### src/rtl/swin_xlate.sv
module swin_xlate #(
  parameter int IAW    = 32,
  parameter int WA_LEN = 88,
  parameter int WC_LEN = 8,
  parameter int MR_LEN = 32,
  parameter int B_LOG2 = 7
) (
  input  logic                clk,
  input  logic                rst_n,
  input  logic                acc_rd,
  input  logic                acc_wr,
  input  logic [7:0]          acc_off,
  input  logic [1:0]          acc_size,
  input  logic [31:0]         acc_wdata,
  output logic [31:0]         acc_rdata,
  input  logic                cfg_we,
  input  logic [1:0]          cfg_sel,
  input  logic [IAW-1:0]      cfg_wdata,
  input  logic [MR_LEN*8-1:0] cfg_mirror,
  output logic                ib_req,
  output logic                ib_we,
  output logic [IAW-1:0]      ib_addr,
  output logic [1:0]          ib_size,
  output logic [31:0]         ib_wdata,
  input  logic [31:0]         ib_rdata
);
  localparam int BAR_AW = 8;
  localparam logic [BAR_AW-1:0] C_OFF = BAR_AW'(WA_LEN);
  localparam logic [BAR_AW-1:0] M_OFF = BAR_AW'(WA_LEN + WC_LEN);
  localparam logic [BAR_AW-1:0] B_OFF = BAR_AW'(WA_LEN + WC_LEN + MR_LEN);
  localparam logic [IAW-1:0] B_MASK = IAW'((64'd1 << B_LOG2) - 64'd1);

  logic [IAW-1:0] base_a, base_b, base_c;

  always_ff @(posedge clk or negedge rst_n) begin
    if (!rst_n) begin
      base_a <= '0;
      base_b <= '0;
      base_c <= '0;
    end else if (cfg_we) begin
      case (cfg_sel)
        2'd0: base_a <= cfg_wdata;
        2'd1: base_b <= cfg_wdata & ~B_MASK;
        2'd2: base_c <= cfg_wdata;
        default: ;
      endcase
    end
  end

  logic in_a, in_c, in_m;
  assign in_a = acc_off < C_OFF;
  assign in_c = !in_a && (acc_off < M_OFF);
  assign in_m = !in_a && !in_c && (acc_off < B_OFF);

  logic [BAR_AW-1:0] rel;
  logic [IAW-1:0]    win_base;
  always_comb begin
    if (in_a) begin
      rel = acc_off;
      win_base = base_a;
    end else if (in_c) begin
      rel = acc_off - C_OFF;
      win_base = base_c;
    end else begin
      rel = acc_off - B_OFF;
      win_base = base_b;
    end
  end

  assign ib_req   = (acc_rd || acc_wr) && !in_m;
  assign ib_we    = acc_wr && !in_m;
  assign ib_addr  = win_base + IAW'(rel);
  assign ib_size  = acc_size;
  assign ib_wdata = acc_wdata;

  logic [BAR_AW-1:0]     m_idx;
  logic [MR_LEN*8-1:0]   m_shift;
  logic [31:0]           m_word;
  assign m_idx   = acc_off - M_OFF;
  assign m_shift = cfg_mirror >> {m_idx, 3'b000};

  always_comb begin
    case (acc_size)
      2'd0:    m_word = {24'd0, m_shift[7:0]};
      2'd1:    m_word = {16'd0, m_shift[15:0]};
      default: m_word = m_shift[31:0];
    endcase
  end

  assign acc_rdata = in_m ? m_word : ib_rdata;
endmodule


### config.mk
export PLATFORM = sky130hd
export DESIGN_NAME = swin_xlate
export DESIGN_NICKNAME = d
export VERILOG_FILES = /design/src/rtl/swin_xlate.sv
export SDC_FILE = /design/constraint.sdc
export NUM_CORES = 1
export LEC_CHECK = 0
export ABC_AREA = 1
export CORE_MARGIN = 5
export CORE_UTILIZATION = 35
export CTS_CLUSTER_DIAMETER = 60
export DETAILED_ROUTE_END_ITERATION = 7
export SETUP_SLACK_MARGIN = 0.3
export SLEW_MARGIN = 0
export SYNTH_ARGS = -nofsm -noshare
export SYNTH_HDL_FRONTEND = slang
export SYNTH_SLANG_ARGS = --single-unit
### constraint.sdc
create_clock -name clk -period 6.4 [get_ports clk]
set_input_delay 0.64 -clock clk [delete_from_list [all_inputs] [get_ports clk]]
set_output_delay 0.64 -clock clk [all_outputs]
set_load 0.01 [all_outputs]
# Word level (Yosys, flattened, before mapping)
# Index checks and enable logic that the tools add are counted.
# W data, S select, Z words.
dict set report word_totals {
  input_bits 369
  output_inout_bits 100
  elab_cells 34
  regBits 89
}
dict set report op_classes {
  reduce_logical 14
  magnitude_cmp 3
  mux 6
  n_shift 1
  add_sub_neg 4
  n_eq_ne 3
}
# cell count
set op_table {}
lappend op_table {{$shr A256 B11 Y32} 1}
lappend op_table {{$mux W32} 3}
lappend op_table {{$pmux W32 S2} 1}
lappend op_table {{$add A32 B8 Y32} 1}
lappend op_table {{$lt A8 B7 Y1 const B} 2}
lappend op_table {{$mux W8} 2}
lappend op_table {{$sub A8 B7 Y8 const B} 2}
lappend op_table {{$lt A8 B8 Y1 const B} 1}
lappend op_table {{$sub A8 B8 Y8 const B} 1}
lappend op_table {{$reduce_and A2 Y1} 3}
lappend op_table {{$logic_and A1 B1 Y1} 5}
lappend op_table {{$eq A2 B1 Y1 const B} 2}
lappend op_table {{$logic_not A2 Y1} 2}
lappend op_table {{$logic_not A1 Y1} 3}
lappend op_table {{$eq A2 B2 Y1 const B} 1}
lappend op_table {{$logic_or A1 B1 Y1} 1}

# Longest topological paths before layout
dict set report depth {
  depth_word 8
  ltp_mapped 22
  mapped_depth_nobuf 20
}

# Worst setup path before layout
# OpenSTA, ideal clock, no wires.
dict set report synth_path {
  path_type {input to output}
  start {input port acc_off[3]}
  end {output port ib_addr[18]}
  path_stages 19
  setup_slack_ps 2443
  n_path_buf 2
  t_required_ps 5760
  arrival_ps 3317
  cell_sequence {buf_2 -> nand2_4 -> clkinv_2 -> nand3_2 -> buf_6 -> nand2_4 -> clkinv_1 -> a22o_1 -> ha_1 -> inv_1 -> fa_1 -> o21ai_0 -> nand3_1 -> nand2_1 -> nand3_1 -> nor2_2 -> nand3_2 -> nor2_4 -> xor2_1}
}
dict set report synth_between {
  elab_chain_cells 6
  word_cells_on_any_way 11
  cone_classes {add/sub (3); order compare (2); mux (4); reduce/logical (2)}
}
# element line_no
set synth_rtl {}
lappend synth_rtl {{start, declared} 12} ;# input logic [7:0] acc_off,
lappend synth_rtl {{$lt A8 B7 Y1} 51} ;# assign in_a = acc_off < C_OFF;
lappend synth_rtl {{$logic_not A1 Y1} 52} ;# assign in_c = !in_a && (acc_off < M_OFF);
lappend synth_rtl {{$logic_and A1 B1 Y1} 52}
lappend synth_rtl {{$mux W32 or $mux W8 (tied branches)} 61} ;# end else if (in_c) begin
lappend synth_rtl {{$mux W32 or $mux W8 (tied branches)} 58} ;# if (in_a) begin
lappend synth_rtl {{$add A32 B8 Y32 (*)} 72} ;# assign ib_addr = win_base + IAW'(rel);
lappend synth_rtl {{end, declared} 22} ;# output logic [IAW-1:0] ib_addr,
# Every way passes the cells marked *; elsewhere a longest branch is shown, timed or not.

# Worst setup path in the final report
dict set report layout_path {
  start {input port acc_off[7]}
  end {output port ib_addr[16]}
}
# The elaborated chain is that of the path after synthesis.

==> impl_metrics.py <==
metrics = {
    "run_status": {
        "status": "completed",
    },
    "floorplanning": {
        "die_x_um": 217,
        "start_util_pct": 35.6,
        "dieArea_sq_um": 47200,
        "fp.dieH_um": 217,
        "rows": 75,
        "core_area_sq_um": 42200,
        "ioPinCount": 469,
    },
    "critical_path": {
        "critPathRequiredTime_ns": 5.76,
        "r2r_start": "base_b[28]",
        "worstSetupPathType": "in -> out",
        "startpoint": "acc_off[7]",
        "crit_path_end_kind": "primary output",
        "critPathMaxFanout": 18,
        "r2r_end": "base_b[28]",
        "rrSetupSlack_ns": 5.66,
        "crit_path_end": "ib_addr[16]",
        "startpoint_type": "input pin",
        "r2r_cells": 2,
        "arrival_ns": 4.91,
    },
    "synthesis": {
        "syn_area_sq_um": 15000,
        "synth_edf_count": 0,
        "synth_common_cells": "nand2_1, nand3_1, inv_1",
        "ys_seq_area_share_pct": 14.8,
        "yosys_warnings": 0,
        "postSynthAreaPerCell_sq_um": 5.09,
        "synth_most_common_cell": "nand2_1",
        "yosysTopAreaCell": "nand2_1",
        "synthArstFlopShare_pct": 100,
        "synthTopCellsByArea": "nand2_1, nand3_1, dfrtp_1, inv_1, nor2_1",
        "netlist_instances": 2952,
        "yosysUniqueCellTypes": 37,
        "ys_ff_latch": 89,
        "syn_nets": 3333,
        "netlist.area_leader.share_pct": 27.9,
        "synth_top_flop_cell": "dfrtp_1",
    },
    "sta": {
        "worst_pin_slew_ns": 1.05,
        "skew_ns": 0,
        "relSlewSlack_pct": 30.1,
        "finalMaxSlewViolations": 0,
        "hold_viol": 0,
        "rsz0062_at_grt": "false",
        "setup_viol": 0,
        "fin_crit_sh_pct": 86.7,
        "setup-tns-final_ns": 0,
        "timing.hold.ws_ns": 0.222,
        "max_freq_mhz": 180,
        "fin_crit_ns": 5.55,
    },
    "place": {
        "place_area_sq_um": 19000,
        "hpwl_um": 57600,
        "gp_congestion": 0.956,
        "port_buffers": 404,
    },
    "drt": {
        "drc": 0,
        "vias_per_cell": 5.62,
        "wirelength_um": 77500,
        "first_pass_iters": 6,
        "drtAntennaViolNets": 0,
        "routedWlPerCell_um": 20.9,
        "drt_first_iter_violations": 2585,
        "via_count": 20900,
    },
    "run": {
        "cap_violations": 0,
    },
    "cts": {
        "root_buffer": "clkbuf_16",
        "cts_tree": "done",
        "ctsHoldBuffers": 0,
        "clk_pin_slew_ns": 0.07,
        "cts_max_level": 3,
        "clk_path_buf_depth": 2,
        "post_cts.repair.setup_buffers": 0,
        "clk_latency_ns": 0.34,
        "cts_buffers": 9,
        "cts_num_sinks": 89,
        "cts-resized-gates": 0,
    },
    "global_route": {
        "met3_usage_pct": 5.09,
        "grtUsageTotal_pct": 31.1,
        "gr-usage-met1_pct": 43.1,
        "grt_max_degree": 202,
        "grt_pass1_vias": 19100,
        "grtUsageMet2_pct": 49.9,
        "top_usage_layer": "met2",
        "grt_pass1_wl_um": 116000,
        "antenna_found_initial": 15,
        "overflow": 0,
    },
    "power_and_ir_drop": {
        "p_leak_nw": 9.37,
        "vdd_drop_max_uv": 155,
        "powerDensity_nw_per_um2": 145,
    },
    "layout": {
        "syn_to_final_growth_pct": 28.7,
        "final_area_sq_um": 19300,
        "drive_gt1_share_pct": 3.51,
        "nNetsFinal": 3543,
    },
    "worst_hold_path": {
        "hp-class": "in -> async",
    },
}
[report_power, final]
group / leakage (nW) / switching, mW / internal [mW]
combinational: 8.11 / 0.900 / 0.609
sequential: 1.11 / 0.0589 / 0.652
clock: 0.157 / 0.241 / 0.346
total: 9.37 / 1.20 / 1.61
[worst max-delay path: stages]
cell	delay [ns]
clkdlybuf4s50_1	0.57
inv_2	0.18
nand2_1	0.12
nor3_2	0.33
buf_4	0.35
a22oi_1	0.19
fa_1	0.43
o21ai_0	0.28
nand3_1	0.17
nand2_1	0.14
nand3_1	0.10
nor2_2	0.23
nand2_1	0.21
nor2_2	0.18
xor2_1	0.19
clkdlybuf4s50_1	0.56
[state kept, by name, indices dropped and copies added, names as in the netlist]
| register | cells |
|---|---|
| base_a | 32 |
| base_c | 32 |
| base_b | 25 |
[layout by cell type, fill, tap and decap left out, drive strengths merged]
cell,Yosys,routed
a21oi,87,87
a221oi,1,1
a22o,6,6
a22oi,1,1
a31oi,1,1
buf,142,45
bufinv,0,2
clkbuf,105,10
clkdlybuf4s50,0,400
clkinv,4,3
dfrtp,89,89
diode,0,9
fa,1,1
ha,11,11
inv,209,214
nand2,1119,1119
nand3,716,716
nand3b,21,21
nand4,36,36
nor2,208,208
nor3,3,3
o21ai,156,156
o21bai,6,6
o22ai,1,1
or2,12,12
xnor2,4,4
xor2,13,13
[worst min path at each step]
stage                from         end  slack [ns]  cells past startpoint
2_1_floorplan       rst_n   base_a[0]        0.34                      0
3_3_place_gp   base_c[12]  base_c[12]        0.46                      2
3_5_place_dp   base_b[17]  base_b[17]        0.47                      2
4_1_cts             rst_n  base_b[22]        0.24                      1
5_1_grt             rst_n  base_b[22]        0.25                      1
6_report            rst_n  base_b[22]        0.22                      1
[cell type report]
cell class	instances	area [sq um]
diodes	9	22.5
clock buffers	9	225
clock inverters	6	95.1
fillers	4685	22900
inverters	213	811
multi-input cells	2403	10800
flip-flops and latches	89	2230
well taps	539	674
repair buffers	446	4450
[cells by family after synthesis]
family,synth area share [%]
adders and majority gates,1.05
buffers and inverters,13.2
AOI/OAI and AO/OA,9.01
xor gates and xnor gates,0.991
DFF,14.8
and+or+nand+nor,60.9
[layer usage]
metal	wire, um	part of all wire [%]
met3	7080	9.1
met4	2020	2.6
met2	35200	45
met1	33200	43
met5	68	0.088
[stage by stage]
| step | total power [mW] | utilization (%) | setup WS [ns] | instances |
|---|---|---|---|---|
| 2_1_floorplan | 1.57 | - | 2.44 | 2952 |
| 3_3_place_gp | 2.19 | 45.0 | 1.10 | 3690 |
| 3_5_place_dp | 2.20 | 45.0 | 1.02 | 3690 |
| 4_1_cts | 2.80 | 45.7 | 0.972 | 3705 |
| 5_1_grt | 2.99 | 45.8 | 0.692 | 3711 |
| 6_report | 2.81 | 45.8 | 0.853 | 3714 |
Note: power is estimated with default switching activity, not from simulation.
